### config.mk
export PLATFORM = sky130hd
export DESIGN_NAME = uart_flow_ctrl
export DESIGN_NICKNAME = d
export VERILOG_FILES = /design/src/rtl/uart_fc_pkg.sv /design/src/rtl/fc_ctrl_reg.sv /design/src/rtl/fc_rts_gen.sv /design/src/rtl/fc_tx_gate.sv /design/src/rtl/uart_flow_ctrl.sv
export SDC_FILE = /design/constraint.sdc
export NUM_CORES = 1
export LEC_CHECK = 0
export BUFFER_PORTS_ARGS = -buffer_cell sky130_fd_sc_hd__clkbuf_2
export CAP_MARGIN = 10
export CORE_MARGIN = 1
export CORE_UTILIZATION = 30
export CTS_BUF_LIST = sky130_fd_sc_hd__clkbuf_4 sky130_fd_sc_hd__clkbuf_8
export CTS_CLUSTER_SIZE = 16
export DETAILED_ROUTE_END_ITERATION = 7
export GPL_TIMING_DRIVEN = 0
export SETUP_SLACK_MARGIN = 0.15
export SLEW_MARGIN = 20
export SYNTH_ARGS = -nofsm -noshare
export SYNTH_HDL_FRONTEND = slang
export SYNTH_HIERARCHICAL = 1
export SYNTH_SLANG_ARGS = --single-unit
### constraint.sdc
create_clock -name clk -period 2.1 [get_ports clk]
set_input_delay 0.105 -clock clk [delete_from_list [all_inputs] [get_ports clk]]
set_output_delay 0.105 -clock clk [all_outputs]
set_load 0.1 [all_outputs]
### src/rtl/uart_fc_pkg.sv
package uart_fc_pkg;

    // Control byte; field order follows bit positions 7..0.
    typedef struct packed {
        logic       cts_inv;
        logic       rts_inv;
        logic [1:0] rts_thr;
        logic       auto_cts;
        logic       auto_rts;
        logic       tx_en;
        logic       rx_en;
    } fc_ctrl_t;

    localparam logic [7:0] FC_CTRL_RESET = 8'h03;

    typedef enum logic {
        RTS_OPEN,
        RTS_CLOSED
    } rts_state_e;

    typedef enum logic [1:0] {
        TX_IDLE,
        TX_HELD,
        TX_LAUNCH,
        TX_ACTIVE
    } tx_state_e;

    // Non-monotonic threshold encoding: free entries at which RTS drops.
    function automatic logic [2:0] thr_decode(input logic [1:0] code);
        logic [2:0] r;
        unique case (code)
            2'b00:   r = 3'd3;
            2'b01:   r = 3'd2;
            2'b10:   r = 3'd1;
            default: r = 3'd4;
        endcase
        return r;
    endfunction

endpackage

### src/rtl/fc_ctrl_reg.sv
module fc_ctrl_reg
    import uart_fc_pkg::*;
(
    input  logic       clk,
    input  logic       rst_n,
    input  logic       wr_en,
    input  logic       wr_addr,
    input  logic [7:0] wr_data,
    output fc_ctrl_t   ctrl,
    output logic       sw_rts
);

    fc_ctrl_t ctrl_q;
    logic     sw_rts_q;

    always_ff @(posedge clk or negedge rst_n) begin
        if (!rst_n) begin
            ctrl_q   <= fc_ctrl_t'(FC_CTRL_RESET);
            sw_rts_q <= 1'b0;
        end else if (wr_en) begin
            if (wr_addr == 1'b0) begin
                ctrl_q <= fc_ctrl_t'(wr_data);
            end else begin
                sw_rts_q <= wr_data[0];
            end
        end
    end

    always_comb begin
        ctrl   = ctrl_q;
        sw_rts = sw_rts_q;
    end

    // control byte only changes on a write to address 0
    assert_ctrl_hold_R2: assert property (@(posedge clk) disable iff (!rst_n)
        !(wr_en && wr_addr == 1'b0) |=> $stable(ctrl_q));

endmodule

### src/rtl/fc_rts_gen.sv
module fc_rts_gen
    import uart_fc_pkg::*;
#(
    parameter int RX_DEPTH = 8,
    parameter int LVL_W    = $clog2(RX_DEPTH + 1)
) (
    input  logic             clk,
    input  logic             rst_n,
    input  logic [LVL_W-1:0] rx_level,
    input  logic [1:0]       thr_code,
    input  logic             auto_en,
    input  logic             inv,
    input  logic             sw_rts,
    output logic             rts_pin
);

    localparam logic [LVL_W-1:0] DEPTH_V = LVL_W'(RX_DEPTH);

    rts_state_e       state_q, state_d;
    logic [LVL_W-1:0] free_cnt;
    logic [LVL_W-1:0] thr_val;
    logic             at_or_below;

    always_comb begin
        free_cnt    = DEPTH_V - rx_level;
        thr_val     = LVL_W'(thr_decode(thr_code));
        at_or_below = (free_cnt <= thr_val);
    end

    // Next-state logic
    always_comb begin
        state_d = state_q;
        unique case (state_q)
            RTS_OPEN:   if (at_or_below)  state_d = RTS_CLOSED;
            RTS_CLOSED: if (!at_or_below) state_d = RTS_OPEN;
            default:    state_d = RTS_OPEN;
        endcase
    end

    // State register
    always_ff @(posedge clk or negedge rst_n) begin
        if (!rst_n) state_q <= RTS_OPEN;
        else        state_q <= state_d;
    end

    // Output process
    always_comb begin
        if (auto_en) rts_pin = (state_q == RTS_OPEN) ^ inv;
        else         rts_pin = sw_rts;
    end

    // a level at or below threshold closes RTS in the next cycle
    assert_rts_closes_R4: assert property (@(posedge clk) disable iff (!rst_n)
        (free_cnt <= thr_val) |=> (state_q == RTS_CLOSED));

    // a level above threshold opens RTS in the next cycle
    assert_rts_opens_R4: assert property (@(posedge clk) disable iff (!rst_n)
        (free_cnt > thr_val) |=> (state_q == RTS_OPEN));

    // fill level never exceeds the FIFO depth
    assert_level_range_R12: assert property (@(posedge clk) disable iff (!rst_n)
        rx_level <= DEPTH_V);

endmodule

### src/rtl/fc_tx_gate.sv
module fc_tx_gate
    import uart_fc_pkg::*;
(
    input  logic clk,
    input  logic rst_n,
    input  logic cts_pin,
    input  logic auto_cts,
    input  logic cts_inv,
    input  logic tx_en,
    input  logic tx_req,
    input  logic tx_done,
    output logic tx_start
);

    localparam int SYNC_STAGES = 2;

    logic [SYNC_STAGES-1:0] sync_q;
    logic                   cts_sync;
    logic                   go_ok;
    tx_state_e              state_q, state_d;
    logic [1:0]             age_q;

    // Two-flop synchronizer
    always_ff @(posedge clk or negedge rst_n) begin
        if (!rst_n) sync_q <= '0;
        else        sync_q <= {sync_q[SYNC_STAGES-2:0], cts_pin};
    end

    // Cycles since reset, saturating (used by the sync check only)
    always_ff @(posedge clk or negedge rst_n) begin
        if (!rst_n)              age_q <= 2'd0;
        else if (age_q != 2'd3)  age_q <= age_q + 2'd1;
    end

    always_comb begin
        cts_sync = sync_q[SYNC_STAGES-1];
        go_ok    = tx_en && (!auto_cts || (cts_sync ^ cts_inv));
    end

    // Next-state logic
    always_comb begin
        state_d = state_q;
        unique case (state_q)
            TX_IDLE: begin
                if (tx_req) state_d = go_ok ? TX_LAUNCH : TX_HELD;
            end
            TX_HELD: begin
                if (!tx_req)    state_d = TX_IDLE;
                else if (go_ok) state_d = TX_LAUNCH;
            end
            TX_LAUNCH: state_d = TX_ACTIVE;
            TX_ACTIVE: begin
                if (tx_done) state_d = TX_IDLE;
            end
            default: state_d = TX_IDLE;
        endcase
    end

    // State register
    always_ff @(posedge clk or negedge rst_n) begin
        if (!rst_n) state_q <= TX_IDLE;
        else        state_q <= state_d;
    end

    // Output process
    always_comb begin
        tx_start = (state_q == TX_LAUNCH);
    end

    // synchronized CTS is the pin value from two edges earlier
    assert_cts_two_flop_R6: assert property (@(posedge clk) disable iff (!rst_n)
        age_q[1] |-> (cts_sync == $past(cts_pin, 2)));

    // a start pulse is only granted after a permitted cycle
    assert_start_permitted_R7: assert property (@(posedge clk) disable iff (!rst_n)
        tx_start |-> $past(go_ok));

    // an active character is never abandoned before done
    assert_char_completes_R11: assert property (@(posedge clk) disable iff (!rst_n)
        (state_q == TX_ACTIVE && !tx_done) |=> (state_q == TX_ACTIVE));

    // start is a single-cycle pulse
    assert_start_single_R11: assert property (@(posedge clk) disable iff (!rst_n)
        tx_start |=> !tx_start);

endmodule

### src/rtl/uart_flow_ctrl.sv
module uart_flow_ctrl
    import uart_fc_pkg::*;
#(
    parameter int RX_DEPTH = 8,
    parameter int LVL_W    = $clog2(RX_DEPTH + 1)
) (
    input  logic             clk,
    input  logic             rst_n,
    input  logic             wr_en,
    input  logic             wr_addr,
    input  logic [7:0]       wr_data,
    input  logic [LVL_W-1:0] rx_level,
    input  logic             cts_in,
    input  logic             tx_req,
    input  logic             tx_done,
    output logic             rts_out,
    output logic             tx_start,
    output logic             rx_enable,
    output logic             tx_enable
);

    fc_ctrl_t ctrl;
    logic     sw_rts;

    fc_ctrl_reg i_ctrl (
        .clk     (clk),
        .rst_n   (rst_n),
        .wr_en   (wr_en),
        .wr_addr (wr_addr),
        .wr_data (wr_data),
        .ctrl    (ctrl),
        .sw_rts  (sw_rts)
    );

    fc_rts_gen #(
        .RX_DEPTH (RX_DEPTH),
        .LVL_W    (LVL_W)
    ) i_rts (
        .clk      (clk),
        .rst_n    (rst_n),
        .rx_level (rx_level),
        .thr_code (ctrl.rts_thr),
        .auto_en  (ctrl.auto_rts),
        .inv      (ctrl.rts_inv),
        .sw_rts   (sw_rts),
        .rts_pin  (rts_out)
    );

    fc_tx_gate i_tx (
        .clk      (clk),
        .rst_n    (rst_n),
        .cts_pin  (cts_in),
        .auto_cts (ctrl.auto_cts),
        .cts_inv  (ctrl.cts_inv),
        .tx_en    (ctrl.tx_en),
        .tx_req   (tx_req),
        .tx_done  (tx_done),
        .tx_start (tx_start)
    );

    always_comb begin
        rx_enable = ctrl.rx_en;
        tx_enable = ctrl.tx_en;
    end

    // no start pulse while the transmitter was disabled
    assert_no_start_disabled_R10: assert property (@(posedge clk) disable iff (!rst_n)
        tx_start |-> $past(tx_enable));

endmodule

### Word-level counts from Yosys, hierarchy flattened

Cells that the tools add are included.

| storage, ports and cells | value |
|---|---|
| flip-flop bits (word level) | 14 |
| bits of input ports | 19 |
| logic and storage cells | 42 |

| operators by class | value |
|---|---|
| muxes and demuxes | 9 |
| order comparisons | 1 |
| reductions and logical operators | 8 |
| eq/ne operators | 8 |
| add/sub/neg operators | 1 |
| bitwise gates (word level) | 4 |

Operators by type and width:

| operator | number |
|---|---|
| 2-bit 2-to-1 mux | 5 |
| 3-bit case mux with 3 select lines | 1 |
| 2-bit case mux with 4 select lines | 1 |
| 2-bit equality test, second input constant | 3 |
| 2-bit by 1-bit equality test with 1-bit output, second input constant | 2 |
| 4-bit by 3-bit <= comparator with 1-bit output | 1 |
| 2-bit zero test | 2 |
| 2-bit inequality test, second input constant | 2 |
| 2-bit AND reduction | 2 |
| 4-bit subtractor, first input constant | 1 |
| 3-bit by 2-bit inequality test with 1-bit output, second input constant | 1 |
| 3-bit AND reduction | 1 |
| 1-bit 2-to-1 mux | 2 |
| 1-bit NOT | 2 |
| 1-bit bitwise XOR | 2 |
| 1-bit logical AND | 1 |
| 1-bit zero test | 1 |
| 1-bit logical OR | 1 |

### Longest topological paths before layout

| logic depth | value |
|---|---|
| depth after elaboration | 6 |
| gate-level depth with buffers | 7 |
| mapped depth without buffers | 7 |

### Cells and area by module

The synthesis kept the hierarchy.

By module, submodules not included:

| module | cells an instance | area an instance (um2) | instances | seq. area each (um2) |
|---|---|---|---|---|
| fc_ctrl_reg | 21 | 387.9 | 1 | 227.7 |
| fc_rts_gen | 20 | 168.9 | 1 | 25.0 |
| fc_tx_gate | 14 | 157.7 | 1 | 100.1 |

### Worst setup path before layout

Ideal clock, no wire load.

| timing path | value |
|---|---|
| path kind | register to output |
| start | reg i_tx.state_q[1] |
| end | out tx_start |
| setup slack | 0.278 ns |
| data required time | 1.995 ns |
| cell stages (with the launch flop) | 2 |
| arrival time | 1.717 ns |
| cells stage by stage | dfrtp_1 nor2b_1 |

| on the way | value |
|---|---|
| word-level cells in the longest chain between the ends | 1 |

RTL lines:

| item | RTL line | text |
|---|---|---|
| start: declaration | fc_tx_gate.sv:20 | `tx_state_e state_q, state_d;` |
| start signal: assignment | fc_tx_gate.sv:62 | `else state_q <= state_d;` |
| 2-bit equality test | fc_tx_gate.sv:67 | `tx_start = (state_q == TX_LAUNCH);` |
| end: declaration | uart_flow_ctrl.sv:17 | `output logic tx_start,` |

Every way passes these cells.

### Final worst setup path

| timing path | value |
|---|---|
| start | reg i_ctrl.ctrl_q (netlist bit i_ctrl/ctrl[6]) |
| end | out rts_out |

| on the way | value |
|---|---|
| word-level cells in the longest chain between the ends | 2 |

RTL lines:

| item | RTL line | text |
|---|---|---|
| start: declaration | fc_ctrl_reg.sv:13 | `fc_ctrl_t ctrl_q;` |
| start signal: assignment | fc_ctrl_reg.sv:18 | `ctrl_q <= fc_ctrl_t'(FC_CTRL_RESET);` |
| start signal: assignment | fc_ctrl_reg.sv:22 | `ctrl_q <= fc_ctrl_t'(wr_data);` |
| 1-bit bitwise XOR | fc_rts_gen.sv:48 | `if (auto_en) rts_pin = (state_q == RTS_OPEN) ^ inv;` |
| 1-bit 2-to-1 mux | fc_rts_gen.sv:48 |  |
| end: declaration | uart_flow_ctrl.sv:16 | `output logic rts_out,` |

Every way passes these cells.

==> impl_results.md <==
- CP Launch Type: flip-flop
- Max-cap violations: 0
- Antenna-violating nets left: 0
- Die width: just over 50 microns
- Net Sw Frac: about two fifths
- Area grow syn2layout: 28.20%
- Utilization after layout: about two fifths
- First drt pass iteration count: 4
- Comb pwr share: roughly 40%
- Clock power frac: a little over a fifth
- Min-Delay Startpoint: wr_data[5]
- Setup Skew: 0.001288 ns
- CP Max Fanout: 2
- Clk slew on worst S/H paths: around 0.080 ns
- Seq/Total Area, Yosys: 49.39%
- GP Congestion: 0.6442
- Cell at the slowest stage of the critical path: dfrtp_1
- Fraction of layout cells with a size suffix above 1: 49.40%
- # fillers: about 230
- Netlist cell types: 21
- CTS max path bufs: 2
- # IOs: 23
- Maximum vdd drop: around 0.00057 V
- Vias: between 400 and 500
- Leak Pwr: around 0.00047 uW
- DRT iter0 DRCs: 4
- Synth warnings: 6
- Post-synthesis area per instance: around 13 sq um
- Mapped cell area: roughly 710 sq um
- IO buf count: 22
- Largest net degree at the start of global routing: 15
- First-pass GRT wire length: 1938 microns
- Hold Fails Final Rpt: 0
- Final min period: 1.534 ns
- CP Capture Type: output pin
- # setup viols final: 0
- Vert. Die Dim: about 50 microns
- DR WL/cell: approximately 9.7 microns
- Initial antenna violation count: 0
- Arr. time, crit path: approximately 1.4 ns
- Fin area: 915.9 sq um
- Starting Density: a little under a third
- Vias in the first global route: 469
- Overall power: about 900 uW
- Routed wire length: 1077 microns
- Flop pwr share: between 40% and 50%
- Cell Chain, Critical Path: xnor2_1 > mux2_2 > clkbuf_2
- CORE AREA: 0.002233 sq mm
- HP Class: in -> reg
- Worst slew pin tran: ~0.54 ns
- Yosys reg bits: 14
- CTS sink count: 14
- CP peak stage delay: between 0.3 and 0.4 ns
- Final TNS setup: 0 ns
- H-tree Lvls: 1
- Crit path from: i_ctrl/ctrl[6]$_DFFE_PN0P_
- Crit-path leading delay family: flip-flops
- Unrepaired setup endpoints after global routing: no
- Post-DP Area: roughly 860 sq um
- DP Wirelength: 857.2 microns
- Clk_lat worst skew: ~0.27 ns
- Rel. slew slack: between 60% and 70%
- Vias per cell: around 4.3
- Required @ worst endpoint: ~2.0 ns
- Nets: around 110
- Status: finished clean
- Cts bufs inserted: 3
- Post-Synthesis Cells: between 50 and 60
- Syn nets: 78
- Die Area: between 0.002 and 0.003 sq mm
- Core Rows: 17
- Max frequency: 651.7 MHz
- Fin cells: between 100 and 150
- Placed insts: around 110
- Reg2reg start: i_ctrl/ctrl[5]$_DFFE_PN0P_
- Post-CTS sizing: 0
- Diodes inserted: 0
- P_sw: between 300 and 400 uW
- Gr usage total: between 10% and 20%
- Reg2reg setup slack: 0.87 ns
- WP buf/inv: 1
- Tcrit/Tclk final: between 70% and 80%
- CTS tree: built
- Gr ovfl total: 0
- Critical path type: reg -> out
- PD cells: just under 1000 mW/mm^2
- Final slew viol count: 0
- CTS root buf: clkbuf_4
- P_int: between 500 and 600 uW
- DRC violations left: 0
-- flip-flops by register name (all words and copies together), names as in the netlist --
name / count
i_ctrl/ctrl: 8
i_ctrl/sw_rts: 1
i_rts/state_q: 1
i_tx/sync_q: 2
i_tx/state_q: 2
-- placed cells by master (no fill, tap or decap), types with 2 or more instances in the layout --
cell	count
xor2_1	2
mux2_2	2
xnor2_1	2
nand2_1	5
dlygate4sd3_1	2
dfstp_2	2
ha_1	4
mux2_4	8
clkbuf_2	22
clkbuf_4	3
inv_1	5
nor2b_1	2
dfrtp_1	12
-- synthesized netlist by cell type --
master / number / area, sq um
dfrtp_1: 12 / 300.3
o21ai_1: 1 / 5.000
ha_1: 4 / 50.05
a31oi_1: 1 / 6.260
xor2_1: 2 / 17.52
nor3_2: 1 / 10.01
mux2_4: 8 / 120.1
mux2_2: 2 / 22.52
nand2_1: 5 / 18.77
dfstp_2: 2 / 52.55
o211ai_1: 1 / 7.510
inv_1: 5 / 18.77
clkbuf_1: 1 / 3.750
a22o_1: 1 / 8.760
buf_6: 1 / 11.26
nor2_1: 1 / 3.750
nor2b_1: 2 / 12.51
a211o_1: 1 / 8.760
xnor2_1: 2 / 17.52
nor2b_4: 1 / 13.76
a21oi_1: 1 / 5.000
-- area by class of cell --
cell class | instances | area [sq um] | area share [%]
plain buffers | 2 | 15.01 | 1.639
multi-input cells | 34 | 327.8 | 35.79
flip-flops and latches | 14 | 352.8 | 38.52
well taps | 28 | 35.03 | 3.825
repair buffers | 24 | 130.1 | 14.21
inverters | 5 | 18.77 | 2.049
clock buffers | 4 | 36.28 | 3.962
-- final timing paths --
kind                       cells after the start                     endpoint
setup / recovery                               3                      rts_out
hold / removal                                 2   i_ctrl/ctrl[5]$_DFFE_PN0P_
setup reg to reg                               4      i_rts/state_q$_DFF_PN0_
hold reg to reg                                0     i_tx/sync_q[1]$_DFF_PN0_
max in group asynchronous                      2   i_ctrl/ctrl[0]$_DFFE_PN1P_
min in group asynchronous                      2  i_tx/state_q[1]$_DFFE_PN0P_
-- power by group through the flow --
stage               Clock, uW  Sequential [uW]  Combinational (uW)
floorplan                   0              400                 246
global placement            0              361                 342
detailed placement          0              363                 347
CTS                       196              358                 352
global route              206              366                 374
finish                    187              357                 348
-- metal layers --
layer	track usage, %	share of wire, %	wire length, microns	vias to the layer above
met1	13.43	48	515	215
met2	15.11	43	466	24
met5	0	0	0	-
met3	2.727	6.1	66	4
met4	8.333	2.7	29	0
li1	-	-	-	239
-- worst register-to-register path, stage by stage (launching register included) --
cell	delay [ns]
dfrtp_1	0.40
clkbuf_1	0.10
ha_1	0.28
a211o_1	0.26
a21oi_1	0.11
-- repair_timing --
| item | in CTS | in global routing |
|---|---|---|
| buffers inserted | 0 | 0 |
| endpoints found under the hold margin | 13 | 0 |
| hold buffers | 2 | 0 |
-- metrics by stage --
| stage | setup slack [ns] | hold slack (ns) |
|---|---|---|
| 2_1_floorplan | 0.2782 | -0.1906 |
| 3_3_place_gp | 0.7772 | 0.02123 |
| 3_5_place_dp | 0.7742 | 0.02455 |
| 4_1_cts | 0.5446 | 0.04741 |
| 5_1_grt | 0.5044 | 0.04925 |
| 6_report | 0.5657 | 0.05569 |
-- logic make-up (layout without fill, tap and decap cells) --
group	count (synthesis)	in the layout	share of synthesized area (%)
buffers and inverters	7	35	4.728
XOR/XNOR	4	4	4.905
adder cells (fa/ha/maj)	4	4	7.006
multiplexers	10	10	19.97
flip-flops	14	14	49.39
AO/OA/AOI/OAI	6	6	5.779
AND/OR/NAND/NOR	10	10	8.230
(Power assumes the default switching activity.)
